--- config.mk ---
export PLATFORM = sky130hd
export DESIGN_NAME = irq_ident_top
export DESIGN_NICKNAME = d
export VERILOG_FILES = /design/src/rtl/irq_ident_pkg.sv /design/src/rtl/irq_pend_bank.sv /design/src/rtl/irq_first_set.sv /design/src/rtl/irq_id_reg.sv /design/src/rtl/irq_ident_top.sv
export SDC_FILE = /design/constraint.sdc
export NUM_CORES = 1
export LEC_CHECK = 0
export ABC_AREA = 1
export BUFFER_PORTS_ARGS = -buffer_cell sky130_fd_sc_hd__buf_2
export CAP_MARGIN = 20
export CORE_MARGIN = 4
export CORE_UTILIZATION = 30
export DETAILED_ROUTE_END_ITERATION = 6
export SYNTH_ARGS = -nofsm -noshare
export SYNTH_HDL_FRONTEND = slang
export SYNTH_SLANG_ARGS = --single-unit
--- constraint.sdc ---
create_clock -name clk_i -period 2.7 [get_ports clk_i]
set_input_delay 0.27 -clock clk_i [delete_from_list [all_inputs] [get_ports clk_i]]
set_output_delay 0.27 -clock clk_i [all_outputs]
set_load 0.05 [all_outputs]
--- src/rtl/irq_ident_pkg.sv ---
package irq_ident_pkg;
  localparam int unsigned ID_W      = 16;
  localparam logic [ID_W-1:0] STAT_CODE = 16'h8000;
  localparam logic [ID_W-1:0] NONE_CODE = 16'h0000;
endpackage

--- src/rtl/irq_pend_bank.sv ---
module irq_pend_bank #(
  parameter int unsigned N = 33
) (
  input  logic         clk_i,
  input  logic         rst_ni,
  input  logic [N-1:0] set_i,
  input  logic [N-1:0] clr_i,
  output logic [N-1:0] pend_o
);
  for (genvar k = 0; k < N; k++) begin : g_flag
    logic flag_q;
    always_ff @(posedge clk_i or negedge rst_ni) begin
      if (!rst_ni)       flag_q <= 1'b0;
      else if (set_i[k]) flag_q <= 1'b1;   // set wins over clear
      else if (clr_i[k]) flag_q <= 1'b0;
    end
    assign pend_o[k] = flag_q;

    a_r4_set_wins: assert property (@(posedge clk_i) disable iff (!rst_ni)
      (set_i[k] && clr_i[k]) |=> pend_o[k]);
    a_r3_clear: assert property (@(posedge clk_i) disable iff (!rst_ni)
      (clr_i[k] && !set_i[k]) |=> !pend_o[k]);
    a_r2_hold: assert property (@(posedge clk_i) disable iff (!rst_ni)
      (pend_o[k] && !clr_i[k]) |=> pend_o[k]);
  end
endmodule

--- src/rtl/irq_first_set.sv ---
module irq_first_set #(
  parameter int unsigned N   = 32,
  localparam int unsigned NUM_W = $clog2(N + 1)
) (
  input  logic [N-1:0]     vec_i,
  output logic             hit_o,
  output logic [NUM_W-1:0] num_o   // 1-based position of lowest set bit
);
  always_comb begin
    num_o = '0;
    for (int k = N - 1; k >= 0; k--) begin
      if (vec_i[k]) num_o = NUM_W'(k + 1);
    end
  end
  assign hit_o = |vec_i;
endmodule

--- src/rtl/irq_id_reg.sv ---
module irq_id_reg
  import irq_ident_pkg::*;
#(
  parameter int unsigned NUM_W = 6
) (
  input  logic             clk_i,
  input  logic             rst_ni,
  input  logic             stat_pend_i,
  input  logic             msg_hit_i,
  input  logic [NUM_W-1:0] msg_num_i,
  output logic [ID_W-1:0]  id_o
);
  logic [ID_W-1:0] id_d, id_q;

  always_comb begin
    if (stat_pend_i)    id_d = STAT_CODE;
    else if (msg_hit_i) id_d = ID_W'(msg_num_i);
    else                id_d = NONE_CODE;
  end

  always_ff @(posedge clk_i or negedge rst_ni) begin
    if (!rst_ni) id_q <= NONE_CODE;
    else         id_q <= id_d;
  end
  assign id_o = id_q;

  a_r5_status_first: assert property (@(posedge clk_i) disable iff (!rst_ni)
    stat_pend_i |=> (id_o == STAT_CODE));
  a_r7_idle_zero: assert property (@(posedge clk_i) disable iff (!rst_ni)
    (!stat_pend_i && !msg_hit_i) |=> (id_o == NONE_CODE));
endmodule

--- src/rtl/irq_ident_top.sv ---
module irq_ident_top
  import irq_ident_pkg::*;
#(
  parameter int unsigned NUM_MSG = 32
) (
  input  logic               clk_i,
  input  logic               rst_ni,
  input  logic [NUM_MSG-1:0] msg_set_i,
  input  logic [NUM_MSG-1:0] msg_clr_i,
  input  logic               stat_set_i,
  input  logic               stat_clr_i,
  input  logic               irq_en_i,
  output logic [15:0]        irq_id_o,
  output logic               irq_o
);
  localparam int unsigned NSRC  = NUM_MSG + 1;
  localparam int unsigned NUM_W = $clog2(NUM_MSG + 1);

  logic [NSRC-1:0]  pend;
  logic             msg_hit;
  logic [NUM_W-1:0] msg_num;

  // bit NUM_MSG is the status source
  irq_pend_bank #(.N(NSRC)) i_bank (
    .clk_i  (clk_i),
    .rst_ni (rst_ni),
    .set_i  ({stat_set_i, msg_set_i}),
    .clr_i  ({stat_clr_i, msg_clr_i}),
    .pend_o (pend)
  );

  irq_first_set #(.N(NUM_MSG)) i_first (
    .vec_i (pend[NUM_MSG-1:0]),
    .hit_o (msg_hit),
    .num_o (msg_num)
  );

  irq_id_reg #(.NUM_W(NUM_W)) i_id (
    .clk_i       (clk_i),
    .rst_ni      (rst_ni),
    .stat_pend_i (pend[NUM_MSG]),
    .msg_hit_i   (msg_hit),
    .msg_num_i   (msg_num),
    .id_o        (irq_id_o)
  );

  assign irq_o = irq_en_i & (|pend);

  a_r9_gated: assert property (@(posedge clk_i) disable iff (!rst_ni)
    irq_o |-> irq_en_i);
  a_r6_range: assert property (@(posedge clk_i) disable iff (!rst_ni)
    (irq_id_o == STAT_CODE) || (irq_id_o <= 16'(NUM_MSG)));
  a_r6_lowest: assert property (@(posedge clk_i) disable iff (!rst_ni)
    (!pend[NUM_MSG] && pend[0]) |=> (irq_id_o == 16'd1));
endmodule

==> flow_metrics.env <==
export IMPL_crit_family="simple AND/OR/NAND/NOR gates"
export IMPL_crit_top_cell="nor2_1"
export IMPL_pin_count=86
export IMPL_cts_buffers=5
export IMPL_cts_sinks=40
export IMPL_port_buffers=76
export IMPL_slew_headroom_pct=44.0
export IMPL_setup_ws_ns=0.606
export IMPL_crit_fanout=3
export IMPL_synth_top_area_cell="dfrtp_1"
export IMPL_rows=28
export IMPL_fmax_mhz=477
export IMPL_worstMarginPinSlew_ns=0.839
export IMPL_ys_warn_count=0
export IMPL_power_density_mw_per_mm2=504
export IMPL_grt_pass1_wl_um=6540
export IMPL_setup_viol=0
export IMPL_final_net_count=361
export IMPL_end_kind="output pin"
export IMPL_clock_latency_ns=0.29
export IMPL_dp_final_hpwl_um=3550
export IMPL_hp_class="primary input to async pin"
export IMPL_p_int_uw=896
export IMPL_rsz0062_at_grt="no"
export IMPL_clk_pin_slew_worst_paths_ns=0.07
export IMPL_gp_congestion=0.816
export IMPL_crit_chain="nor2_1 > inv_1 > nor3_1 > nand2_1 > nor2_1 > a41oi_1 > buf_2"
export IMPL_drive_gt1_share_pct=33.2
export IMPL_synth_seq_cells=40
export IMPL_h_tree_depth=2
export IMPL_synth_edf_count=0
export IMPL_syn_instance_count=210
export IMPL_start_util_pct=31.5
export IMPL_finalHoldViolations=0
export IMPL_reg2reg_slack_ns=0.71
export IMPL_power_frac_clock_pct=29.7
export IMPL_cts_tree="yes"
export IMPL_combPwrFrac_pct=16.6
export IMPL_ir_drop_mv=0.184
export IMPL_path_class="flop to output pin"
export IMPL_ant_nets=0
export IMPL_drc=0
export IMPL_crit_buf_inv=2
export IMPL_r2r_start="i_bank.g_flag[29].flag_q"
export IMPL_grt_max_degree=41
export IMPL_r2r_worst_path_cells=31
export IMPL_switching_share_pct=26.6
export IMPL_worstSetupStartpoint="i_bank.g_flag[6].flag_q"
export IMPL_routed_wl_um=4140
export IMPL_worstPathRequired_ns=2.43
export IMPL_syn_area_mm2=0.00191
export IMPL_yosysSeqAreaShare_pct=52.4
export IMPL_postCtsHoldBufs=0
export IMPL_drtPass1Iterations=3
export IMPL_clockBufferDepth=2
export IMPL_wl_per_cell_um=11.3
export IMPL_cts_resized_gates=0
export IMPL_worstPathArrival_ns=1.82
export IMPL_vias_per_cell=4.18
export IMPL_drtIter0Drc=63
export IMPL_syn_avg_cell_area_um2=9.10
export IMPL_vias=1534
export IMPL_synth_commonest_cells="41 x nand2_1, 40 x dfrtp_1, 34 x o21bai_1"
export IMPL_yosys_top_cells_area="dfrtp_1 52%, o21bai_1 13%, nand2_1 8.1%"
export IMPL_die_x_um=87.8
export IMPL_finalNonFillerCells=367
export IMPL_pre_cts_slack_ns=0.712
export IMPL_cpPeakStageDelay_ns=0.38
export IMPL_max_cap_violations=0
export IMPL_status="finished, final reports clean"
export IMPL_post_cts_buffers=0
export IMPL_drv_slew=0
export IMPL_r2r_end="i_id.id_o[0]"
export IMPL_period_share_pct=77.6
export IMPL_diodes=0
export IMPL_p_leak_uw=0.00131
export IMPL_placedCellCount=360
export IMPL_ys_flop_type="dfrtp_1"
export IMPL_pwr_share_seq_pct=53.7
export IMPL_grt_overflow_total=0
export IMPL_fin_worst_skew_ns=0.00749
export IMPL_setup_tns_ns=0
export IMPL_async_flop_share_pct=100
export IMPL_grt_total_usage_pct=11.1
export IMPL_die_h_um=87.8
export IMPL_startpoint_type="flop"
export IMPL_synth_most_common_cell="nand2_1"
export IMPL_root_buffer="clkbuf_8"
export IMPL_p_switching_uw=325
export IMPL_fin_crit_ns=2.09
export IMPL_coreArea_mm2=0.00606
export IMPL_syn_to_final_growth_pct=26.9
export IMPL_synth_top_area_share_pct=52.4
export IMPL_grt_antenna_before_repair=0
export IMPL_synth_cell_types=22
export IMPL_cpMaxStageDelayCell="dfrtp_1"
export IMPL_die_area_mm2=0.00771
export IMPL_grt_pass1_vias=1510
[metal layers]
metal / share of wire [%] / wire, um / global-route usage [%]
met2: 43 / 1780 / 17.1
met3: 9.0 / 374 / 4.05
met4: 1.2 / 48 / 3.35
met1: 47 / 1940 / 14.7
met5: 0 / 0 / 0
[cell type report]
cell class | instances | area [um^2]
clock inverter | 1 | 5.00
clock buffer | 6 | 72.6
multi-input combinational | 128 | 663
tap | 75 | 93.8
fill | 638 | 3640
inverter | 41 | 209
timing repair buffer | 76 | 380
sequential | 40 | 1000
[worst max-delay path by stage]
stage / endpoint / slack (ns) / depth (start not counted)
2_1_floorplan: irq_o / 0.89 / 8
3_3_place_gp: i_id.id_o[0] / 0.75 / 31
3_5_place_dp: i_id.id_o[0] / 0.71 / 31
4_1_cts: irq_o / 0.60 / 7
5_1_grt: i_id.id_o[0] / 0.34 / 31
6_report: irq_o / 0.61 / 7
[cell families after synthesis]
| group | Yosys count | synth area share, % |
|---|---|---|
| other | 1 | 0.196 |
| buffers and inverters | 50 | 14.5 |
| and+or+nand+nor | 75 | 15.8 |
| DFF | 40 | 52.4 |
| AOI/OAI and AO/OA | 44 | 17.2 |
[metrics by stage]
step	power [uW]	hold WS [ns]	area (um^2)	utilization [%]
global route	1300	0.134	2420	40.0
finish	1220	0.0749	2420	40.0
CTS	1250	0.113	2420	40.0
detailed placement	874	0.431	2350	38.7
global placement	872	0.432	2350	38.7
floorplan	799	-0.0256	1940	-
[power by group through the flow]
stage | registers (uW) | logic, uW | clock network, uW
final | 656 | 203 | 362
after global routing | 660 | 228 | 413
after CTS | 656 | 207 | 384
after detailed placement | 668 | 206 | 0
after global placement | 667 | 206 | 0
after floorplan | 674 | 124 | 0
[flip-flops by register name, indices dropped and copies added (netlist names)]
signal,cells
i_id.id_o,7
i_bank.g_flag.flag_q,33
[cells in the final DEF (no fill, tap or decap)]
cell      netlist  routed
buf_2           0      76
nand2_1        41      41
dfrtp_1        40      40
o21bai_1       34      34
inv_1          27      27
nor2_1         22      22
inv_2          10      10
conb_1          1       9
nor3_1          5       5
clkbuf_8        0       5
nand3_1         4       4
bufinv_8        4       4
nand4_1         2       2
o31ai_1         2       2
o21ai_1         1       1
or4_1           1       1
a31oi_1         1       1
a211oi_1        1       1
a21boi_1        1       1
o221ai_1        1       1
a21oi_1         1       1
a21oi_2         1       1
a41oi_1         1       1
clkbuf_1        0       1
clkinv_2        0       1
(Power assumes the default switching activity.)
